**config.mk**
```make
export PLATFORM = sky130hd
export DESIGN_NAME = bshift_top
export DESIGN_NICKNAME = d
export VERILOG_FILES = /design/src/rtl/bshift_pkg.sv /design/src/rtl/bshift_opdec.sv /design/src/rtl/bshift_mode.sv /design/src/rtl/bshift_stage.sv /design/src/rtl/bshift_top.sv
export SDC_FILE = /design/constraint.sdc
export NUM_CORES = 1
export LEC_CHECK = 0
export BUFFER_PORTS_ARGS = -buffer_cell sky130_fd_sc_hd__clkbuf_2
export CORE_UTILIZATION = 58
export DETAILED_ROUTE_END_ITERATION = 8
export GPL_TIMING_DRIVEN = 0
export PLACE_DENSITY_LB_ADDON = 0.15
export SYNTH_ARGS = -nofsm -noshare
export SYNTH_HDL_FRONTEND = slang
export SYNTH_SLANG_ARGS = --single-unit
```
**constraint.sdc**
```tcl
create_clock -name vclk -period 3.09
set_clock_uncertainty 0.05 [all_clocks]
set_input_delay 0.309 -clock vclk [all_inputs]
set_output_delay 0.309 -clock vclk [all_outputs]
set_load 0.02 [all_outputs]
```
**src/rtl/bshift_pkg.sv**
```systemverilog
package bshift_pkg;

    // Resolved shift behaviour; one encoding per distinct datapath setting.
    typedef enum logic [2:0] {
        MODE_PASS      = 3'd0,
        MODE_LEFT_LOG  = 3'd1,
        MODE_LEFT_ROT  = 3'd2,
        MODE_RIGHT_LOG = 3'd3,
        MODE_RIGHT_ROT = 3'd4,
        MODE_RIGHT_ARI = 3'd5
    } shift_mode_e;

    // Raw control bundle, as produced by the opcode decoder or the pins.
    typedef struct packed {
        logic en;
        logic left;
        logic circ;
        logic arith;
    } shift_ctl_t;

    // Opcode group holding the shift instructions (upper three opcode bits).
    localparam logic [2:0] SHIFT_GROUP = 3'b100;

    // Low two opcode bits inside the group.
    localparam logic [1:0] SUB_LEFT_LOG  = 2'b00;
    localparam logic [1:0] SUB_LEFT_ROT  = 2'b01;
    localparam logic [1:0] SUB_RIGHT_LOG = 2'b10;
    localparam logic [1:0] SUB_RIGHT_ARI = 2'b11;

endpackage

```
**src/rtl/bshift_opdec.sv**
```systemverilog
module bshift_opdec
    import bshift_pkg::*;
(
    input  logic [4:0] opcode,
    output shift_ctl_t ctl
);

    logic in_group;

    assign in_group = (opcode[4:2] == SHIFT_GROUP);

    always_comb begin
        ctl = '0;
        if (in_group) begin
            ctl.en = 1'b1;
            unique case (opcode[1:0])
                SUB_LEFT_LOG:  begin ctl.left = 1'b1; ctl.circ = 1'b0; ctl.arith = 1'b0; end
                SUB_LEFT_ROT:  begin ctl.left = 1'b1; ctl.circ = 1'b1; ctl.arith = 1'b0; end
                SUB_RIGHT_LOG: begin ctl.left = 1'b0; ctl.circ = 1'b0; ctl.arith = 1'b0; end
                SUB_RIGHT_ARI: begin ctl.left = 1'b0; ctl.circ = 1'b0; ctl.arith = 1'b1; end
            endcase
        end
    end

    // a decoded shift never asks for circular and arithmetic together
    always_comb begin
        opdec_excl_chk: assert (!(ctl.circ && ctl.arith))
            else $error("opdec: circular and arithmetic both set");
    end

    // outside the shift group every control stays low
    always_comb begin
        opdec_idle_chk: assert (in_group || (ctl == '0))
            else $error("opdec: controls active for non-shift opcode");
    end

endmodule

```
**src/rtl/bshift_mode.sv**
```systemverilog
module bshift_mode
    import bshift_pkg::*;
(
    input  shift_ctl_t  ctl,
    output shift_mode_e mode,
    output logic        go_left,
    output logic        rotate,
    output logic        sign_fill
);

    // Resolve the four controls: circular has priority over arithmetic,
    // and arithmetic only matters for a right shift.
    always_comb begin
        if (!ctl.en)
            mode = MODE_PASS;
        else if (ctl.left)
            mode = ctl.circ ? MODE_LEFT_ROT : MODE_LEFT_LOG;
        else if (ctl.circ)
            mode = MODE_RIGHT_ROT;
        else if (ctl.arith)
            mode = MODE_RIGHT_ARI;
        else
            mode = MODE_RIGHT_LOG;
    end

    // Datapath settings for each mode.
    always_comb begin
        go_left   = 1'b0;
        rotate    = 1'b0;
        sign_fill = 1'b0;
        unique case (mode)
            MODE_PASS:      ;
            MODE_LEFT_LOG:  go_left = 1'b1;
            MODE_LEFT_ROT:  begin go_left = 1'b1; rotate = 1'b1; end
            MODE_RIGHT_LOG: ;
            MODE_RIGHT_ROT: rotate = 1'b1;
            MODE_RIGHT_ARI: sign_fill = 1'b1;
            default:        ;
        endcase
    end

    // a circular request always resolves to a rotate mode
    always_comb begin
        circ_wins_chk: assert (!(ctl.en && ctl.circ) ||
                               (mode == MODE_LEFT_ROT || mode == MODE_RIGHT_ROT))
            else $error("mode: circular request did not rotate");
    end

    // sign fill only on a right, non-rotating shift
    always_comb begin
        sign_right_chk: assert (!sign_fill || (!go_left && !rotate))
            else $error("mode: sign fill outside right arithmetic");
    end

endmodule

```
**src/rtl/bshift_stage.sv**
```systemverilog
module bshift_stage #(
    parameter int W    = 32,
    parameter int STEP = 1
) (
    input  logic [W-1:0] din,
    input  logic         active,
    input  logic         go_left,
    input  logic         rotate,
    input  logic         fill_bit,
    output logic [W-1:0] dout
);

    logic [STEP-1:0] left_in;
    logic [STEP-1:0] right_in;
    logic [W-1:0]    moved;

    // Bits entering at the low end on a left move, or at the high end on a right move.
    assign left_in  = rotate ? din[W-1 -: STEP] : {STEP{1'b0}};
    assign right_in = rotate ? din[STEP-1:0]    : {STEP{fill_bit}};

    always_comb begin
        if (go_left)
            moved = {din[W-1-STEP:0], left_in};
        else
            moved = {right_in, din[W-1:STEP]};
    end

    assign dout = active ? moved : din;

endmodule

```
**src/rtl/bshift_top.sv**
```systemverilog
module bshift_top
    import bshift_pkg::*;
#(
    parameter int W       = 32,
    parameter int IW      = 32,
    parameter int OP_LSB  = 27,
    parameter int CNT_LSB = 15
) (
    input  logic [IW-1:0] insn_word,
    input  logic [W-1:0]  data_in,
    input  logic          ctrl_src,
    input  logic          ext_en,
    input  logic          ext_left,
    input  logic          ext_circ,
    input  logic          ext_arith,
    output logic [W-1:0]  data_out
);

    localparam int CW     = $clog2(W);
    localparam int OP_W   = 5;
    localparam int OP_MSB = OP_LSB + OP_W - 1;
    localparam int CNT_MSB = CNT_LSB + CW - 1;

    logic [OP_W-1:0] opcode;
    logic [CW-1:0]   count;
    shift_ctl_t      dec_ctl;
    shift_ctl_t      pin_ctl;
    shift_ctl_t      sel_ctl;
    shift_mode_e     mode;
    logic            go_left;
    logic            rotate;
    logic            sign_fill;
    logic            fill_bit;
    logic [W-1:0]    stage_v [CW+1];
    logic            unused_insn_bits;

    assign opcode = insn_word[OP_MSB:OP_LSB];
    assign count  = insn_word[CNT_MSB:CNT_LSB];
    assign unused_insn_bits = ^{insn_word[OP_LSB-1:CNT_MSB+1], insn_word[CNT_LSB-1:0]};

    bshift_opdec u_opdec (
        .opcode (opcode),
        .ctl    (dec_ctl)
    );

    assign pin_ctl = '{en: ext_en, left: ext_left, circ: ext_circ, arith: ext_arith};
    assign sel_ctl = ctrl_src ? pin_ctl : dec_ctl;

    bshift_mode u_mode (
        .ctl       (sel_ctl),
        .mode      (mode),
        .go_left   (go_left),
        .rotate    (rotate),
        .sign_fill (sign_fill)
    );

    assign fill_bit = sign_fill & data_in[W-1];

    assign stage_v[0] = data_in;

    for (genvar k = 0; k < CW; k++) begin : g_stage
        bshift_stage #(
            .W    (W),
            .STEP (1 << k)
        ) u_stage (
            .din      (stage_v[k]),
            .active   ((mode != MODE_PASS) && count[k]),
            .go_left  (go_left),
            .rotate   (rotate),
            .fill_bit (fill_bit),
            .dout     (stage_v[k+1])
        );
    end

    assign data_out = stage_v[CW];

    // a disabled shifter passes data untouched
    always_comb begin
        pass_thru_chk: assert ((mode != MODE_PASS) || (data_out == data_in))
            else $error("top: pass mode altered data");
    end

    // zero count leaves data untouched in every mode
    always_comb begin
        zero_count_chk: assert ((count != '0) || (data_out == data_in))
            else $error("top: zero count altered data");
    end

    // a rotate keeps the number of set bits
    always_comb begin
        rot_pop_chk: assert (!rotate || ($countones(data_out) == $countones(data_in)))
            else $error("top: rotate changed population");
    end

    // right arithmetic keeps the sign bit
    always_comb begin
        sign_keep_chk: assert ((mode != MODE_RIGHT_ARI) || (data_out[W-1] == data_in[W-1]))
            else $error("top: arithmetic shift lost sign");
    end

    // a left logical shift by a nonzero count clears bit 0
    always_comb begin
        left_zero_chk: assert ((mode != MODE_LEFT_LOG) || (count == '0) || !data_out[0])
            else $error("top: left logical shift filled a one");
    end

endmodule

```
==> results of run 1 <==
metrics by stage:
step,cells,hold slack [ns]
detailed placement,943,1.096
CTS,989,1.105
floorplan,764,0.7627
global placement,943,1.096
cell families after synthesis:
logic type / synth area share, %
buffers and inverters: 8.202
muxes: 6.725
and+or+nand+nor: 30.20
AOI/OAI and AO/OA: 54.88
repair_timing:
action / CTS
cloned: 2
setup endpoints to repair: 32
pin swaps: 60
gates resized for setup: 263
setup buffers: 44
hold buffers: 0
metal layers:
layer  overflow  GRT usage [%]
met1         42          96.77
met2        176          109.9
met3         62          93.43
met4         83          104.6
met5         11          87.18
==> impl_metrics.ini, run 1 <==
[outcome]
toolErrorMsg = [ERROR GRT-0232] Routing congestion too high. Check the congestion heatmap in the GUI.
status = aborted with a tool error
haltStage = global routing

[placed_design]
io_buffers = 77
place.gp.congestion = 1.243
preCtsSetupSlack_ns = -0.8421
placed_cell_area_um2 = 5270
dp_hpwl_mm = 19.74

[synth]
synth_top_area_share_pct = 8.333
postSynthNetCount = 833
synth.area.top_cells = o21ai_0, a21oi_1, nand2_1
synth.largest_area_cell = o21ai_0
synth_area_um2 = 4745
synth_most_common_cell = o21ai_0
synthCells = 764
yosys-top-cells-count = o21ai_0, nand2_1, a21oi_1, nor2_1, nand3_1
syn_area_per_cell_um2 = 6.210
ys_seq_area_share_pct = 0
synth.distinct_cells = 84
ys_warn_count = 0

[die]
die_h_um = 92.45
num_rows = 32
die_x_um = 92.45
start_util_pct = 60.77
num_io_pins = 101

[grt]
grt_max_degree = 11
gr-total-overflow = 374
grt.total_usage_pct = 100.5
==> inputs of run 2 (changes only) <==
CORE_UTILIZATION = 40   (was 58)
==> run 2 against run 1 <==
The flow now finishes, with violations (negative setup slack). Synthesized cell count stayed put. Synthesized area did not move.
==> impl_metrics.ini, run 2 <==
[synth]
synth-adder-area-share_pct = 0
synth_most_common_cell = o21ai_0
synth_compound_area_share_pct = 54.88
synth.distinct_cells = 84
ys_seq_area_share_pct = 0
postSynthNetCount = 833
ys_warn_count = 0
syn_area_per_cell_um2 = 6.210
synth.area.top_cells = o21ai_0, a21oi_1, nand2_1
synth_area_um2 = 4745
synth_top_family_by_area = compound AO/OA/AOI/OAI gates
yosys-top-cells-count = o21ai_0, nand2_1, a21oi_1, nor2_1, nand3_1
synth_xor_area_share_pct = 0
synth_simple_gate_area_share_pct = 30.20
synth_top_area_share_pct = 8.333
synth.largest_area_cell = o21ai_0
muxShareOfSynthArea_pct = 6.725
synthCells = 764

[finish]
drive_above_1_share_pct = 49.30
area_delta_synth_final_pct = 60.50
regArea_um2 = 0
flops_and_latches = 0
n_fill_cell = 948
layout.nets = 1000
diodes = 0
clockBufferCount = 0
stdcell_count = 1072
final_cell_mix = buf_4, clkbuf_2, nand2_1, nor2_1, a21oi_1
layout_commonest_cell = buf_4

[sta]
fin_ws_ns = -0.3308
slew_headroom_pct = 54.91
fmax_mhz = 292.3
tightest_slew_ns = 0.6756
rsz0062_at_grt = true
finalCriticalPeriod_ns = 3.421
slew_viol_final = 0
setup_violations = 32
hold_violations = 0
fin_crit_sh_pct = 110.7

[drt]
num_vias = 8538
dr.pass1.iters = 7
wirelength_mm = 31.90
via_per_inst = 7.965
drtIter0Drc = 1736
drtAntennaViolNets = 0
drc_errors = 0
wl_per_cell_um = 29.76

[flow_run]
maxCapViolations = 0

[grt]
antenna_found_initial = 0
grt_pass1_wl_mm = 46.72
grt_pass1_vias = 7935
grt_max_degree = 11
grt.total_usage_pct = 48.74
gr-total-overflow = 0

[die]
die-area_um2 = 12300
num_io_pins = 101
start_util_pct = 41.37
die_h_um = 110.9
die_x_um = 110.9
core_um2 = 11470
num_rows = 39

[worst_setup_path]
critPathKind = input port to output pin
start_kind = input port
cp_max_fo = 6
cp_top_family = compound AO/OA/AOI/OAI gates
cp_common_cell = buf_8
cpPeakStageDelay_ns = 0.57
crit_slowest_cell = or4b_4
crit_buf_inv = 4
critPathCaptureType = output pin
required_ns = 2.73
crit_chain = buf_8 -> buf_6 -> or4b_4 -> a21oi_4 -> buf_8 -> nand3_2 -> o211ai_1 -> o21ai_1 -> a211oi_2 -> nor3_1 -> o32a_1 -> a32o_1 -> clkbuf_2
crit_arrival_ns = 3.06

[placed_design]
io_buffers = 77
place.gp.congestion = 1.152
dp.cells = 984
dp_hpwl_mm = 21.85

[power_and_ir_drop]
powerDensity_nw_per_um2 = 225.5
p_leak_uw = 0.002739
ir_worst_vdd_mv = 0.1391
power_uw = 1717

[outcome]
status = complete, but fails checks
violations = negative setup slack

[clocking]
hold_buffers = 0

[min_path]
hold_class = input port to output pin
[run 2: cell counts after synthesis]
Identical to the previous run, type by type.
[run 2: metrics by stage]
| step | hold WS [ns] | cell area [um^2] | setup TNS (ns) | worst slack (ns) | utilization, % |
|---|---|---|---|---|---|
| final | 1.089 | 7615 | -7.233 | -0.3308 | 66.40 |
| after global routing | 1.109 | 7615 | -8.659 | -0.3700 | 66.40 |
| after CTS | 1.099 | 6788 | -4.616 | -0.2375 | 59.19 |
| after detailed placement | 1.103 | 5321 | -24.81 | -1.023 | 46.40 |
| after global placement | 1.095 | 5321 | -25.39 | -1.069 | 46.40 |
| after floorplan | 0.7627 | 4757 | 0 | 0.02048 | - |
[run 2: kinds of logic (layout without fill, tap and decap cells)]
kind of cell,after synthesis,count (layout)
AOI/OAI and AO/OA,369,369
and+or+nand+nor,293,293
buffers and inverters,83,248
muxes,19,19
[run 2: power breakdown]
group	internal [uW]	leakage [uW]	switching, uW
registers	0	0	0
logic	663	0.00274	1050
clock network	0	0	0
[run 2: repair_timing]
item	4_1_cts	5_1_grt
buffers inserted	57	29
gates cloned	4	1
endpoints found under the setup margin	32	32
pin swaps	51	58
gates resized for setup	265	188
[run 2: final timing paths]
kind,from,to,depth (start not counted),slack [ns]
worst max-delay path,ctrl_src,data_out[8],13,-0.33
worst min-delay path,insn_word[19],data_out[4],4,1.09
[run 2: cell type report]
class,count,area [um^2],area share [%]
Buffer,76,624.3,8.199
Inverter,7,30.03,0.3943
Multi-Input combinational cell,681,5505,72.30
Tap cell,143,178.9,2.350
Timing Repair Buffer,165,1276,16.76
[run 2: metal layers]
metal  track usage [%]  vias to the layer above  part of all wire [%]
met5             2.917                        -                  0.13
met4             23.38                        2                   6.7
met3             19.52                      258                    18
met2             69.07                     1000                    40
met1             63.40                     3905                    35
li1                  -                     3373                     -
No activity file was read; power rests on OpenSTA's default activity.
==> inputs of run 3 (changes only) <==
CORE_ASPECT_RATIO = 0.6   (was default)
==> run 3 against run 2 <==
Clock-buffer cell count did not move. Die area grew 0.11%. Critical endpoint is now data_out[28]. Wire length up 5.1%. Sequential share of layout area unchanged. Largest cell class unchanged. Total power grew 0.19%. The run still ends with negative setup slack left. Maximum frequency about the same.
==> impl_metrics.ini, run 3 (same netlist as run 2, synthesis figures left out) <==
[finish]
final_cell_mix = buf_4, clkbuf_2, nand2_1, nor2_1, a21oi_1
diodes = 0
regArea_um2 = 0
layout.nets = 988
clockBufferCount = 0
drive_above_1_share_pct = 48.42
area_delta_synth_final_pct = 57.67
layout_commonest_cell = buf_4
flops_and_latches = 0
stdcell_count = 1077

[sta]
fmax_mhz = 292.5
fin_crit_sh_pct = 110.6
finalCriticalPeriod_ns = 3.418
setup_violations = 32
rsz0062_at_grt = true
fin_setup_tns_ns = -8.047
slew_viol_final = 0
tightest_slew_ns = 0.7505
slew_headroom_pct = 49.78
hold_violations = 0
fin_ws_ns = -0.3283

[grt]
antenna_found_initial = 0
grt_pass1_wl_mm = 47.84
grt_pass1_vias = 7897
gr-total-overflow = 0
grt.total_usage_pct = 51.89
busiest_layer = met1
gr-usage-met3_pct = 31.71
grt_max_degree = 11
use_met1_pct = 68.17
met2_usage_pct = 66.27

[worst_setup_path]
required_ns = 2.73
critPathKind = input port to output pin
crit_arrival_ns = 3.06
critPathCaptureType = output pin
start_kind = input port
cp_max_fo = 10

[die]
die-area_um2 = 12310
num_io_pins = 101
die_h_um = 86.36
start_util_pct = 41.58
core_um2 = 11410
die_x_um = 142.6
num_rows = 30

[power_and_ir_drop]
ir_worst_vdd_mv = 0.1084
powerDensity_nw_per_um2 = 229.9
p_leak_uw = 0.002680

[placed_design]
place.gp.congestion = 1.113
dp.cells = 1001
dp_hpwl_mm = 23.79
io_buffers = 77

[min_path]
hold_class = input port to output pin

[drt]
drc_errors = 0
num_vias = 8833
dr.pass1.iters = 9
via_per_inst = 8.201
wirelength_mm = 33.51
wl_per_cell_um = 31.11
drtAntennaViolNets = 0
drtIter0Drc = 2236

[outcome]
violations = negative setup slack
status = complete, but fails checks

[flow_run]
maxCapViolations = 0

[clocking]
hold_buffers = 0
-- run 3: layer usage --
layer	vias to the layer above	share of wire, %
li1	3351	-
met1	4032	37
met2	1132	35
met3	316	22
met4	2	5.9
met5	-	0.090
-- run 3: critical path, stage by stage --
cell and delay, ns:
buf_6 0.10, buf_6 0.12, or4b_4 0.57, nand2_4 0.20
buf_6 0.21, nand2_4 0.15, nor2_1 0.61, o21ai_2 0.15
o32ai_2 0.29, a22oi_1 0.13, clkbuf_2 0.20
-- run 3: where the power goes --
part	internal (uW)	switching (uW)	leakage (uW)
logic	638	1080	0.00268
registers	0	0	0
clock network	0	0	0
-- run 3: cell type report --
cell class	count	area (um^2)
fill	1001	3930
timing repair buffer	154	1136
inverter	7	26.28
tap	160	200.2
multi-input combinational	681	5520
buffer	75	598.1
-- run 3: stage by stage --
stage	instance area [um^2]	utilization (%)	power (uW)	hold slack, ns	worst slack, ns
after global placement	5343	46.82	1183	1.098	-1.093
after floorplan	4757	-	767.8	0.7627	0.02048
after global routing	7481	65.56	1746	1.178	-0.4288
after detailed placement	5343	46.82	1182	1.131	-1.164
after CTS	6878	60.27	1464	1.150	-0.2297
final	7481	65.56	1720	1.154	-0.3283
-- run 3: repair_timing --
item	CTS	global route
setup buffers	57	19
endpoints found under the setup margin	32	32
resized for setup	284	146
gates cloned	3	0
pin swaps	50	48
-- run 3: worst paths after layout --
path,startpoint,end,slack (ns),cells past startpoint
worst max-delay path,ctrl_src,data_out[28],-0.33,11
worst min-delay path,insn_word[19],data_out[22],1.15,5
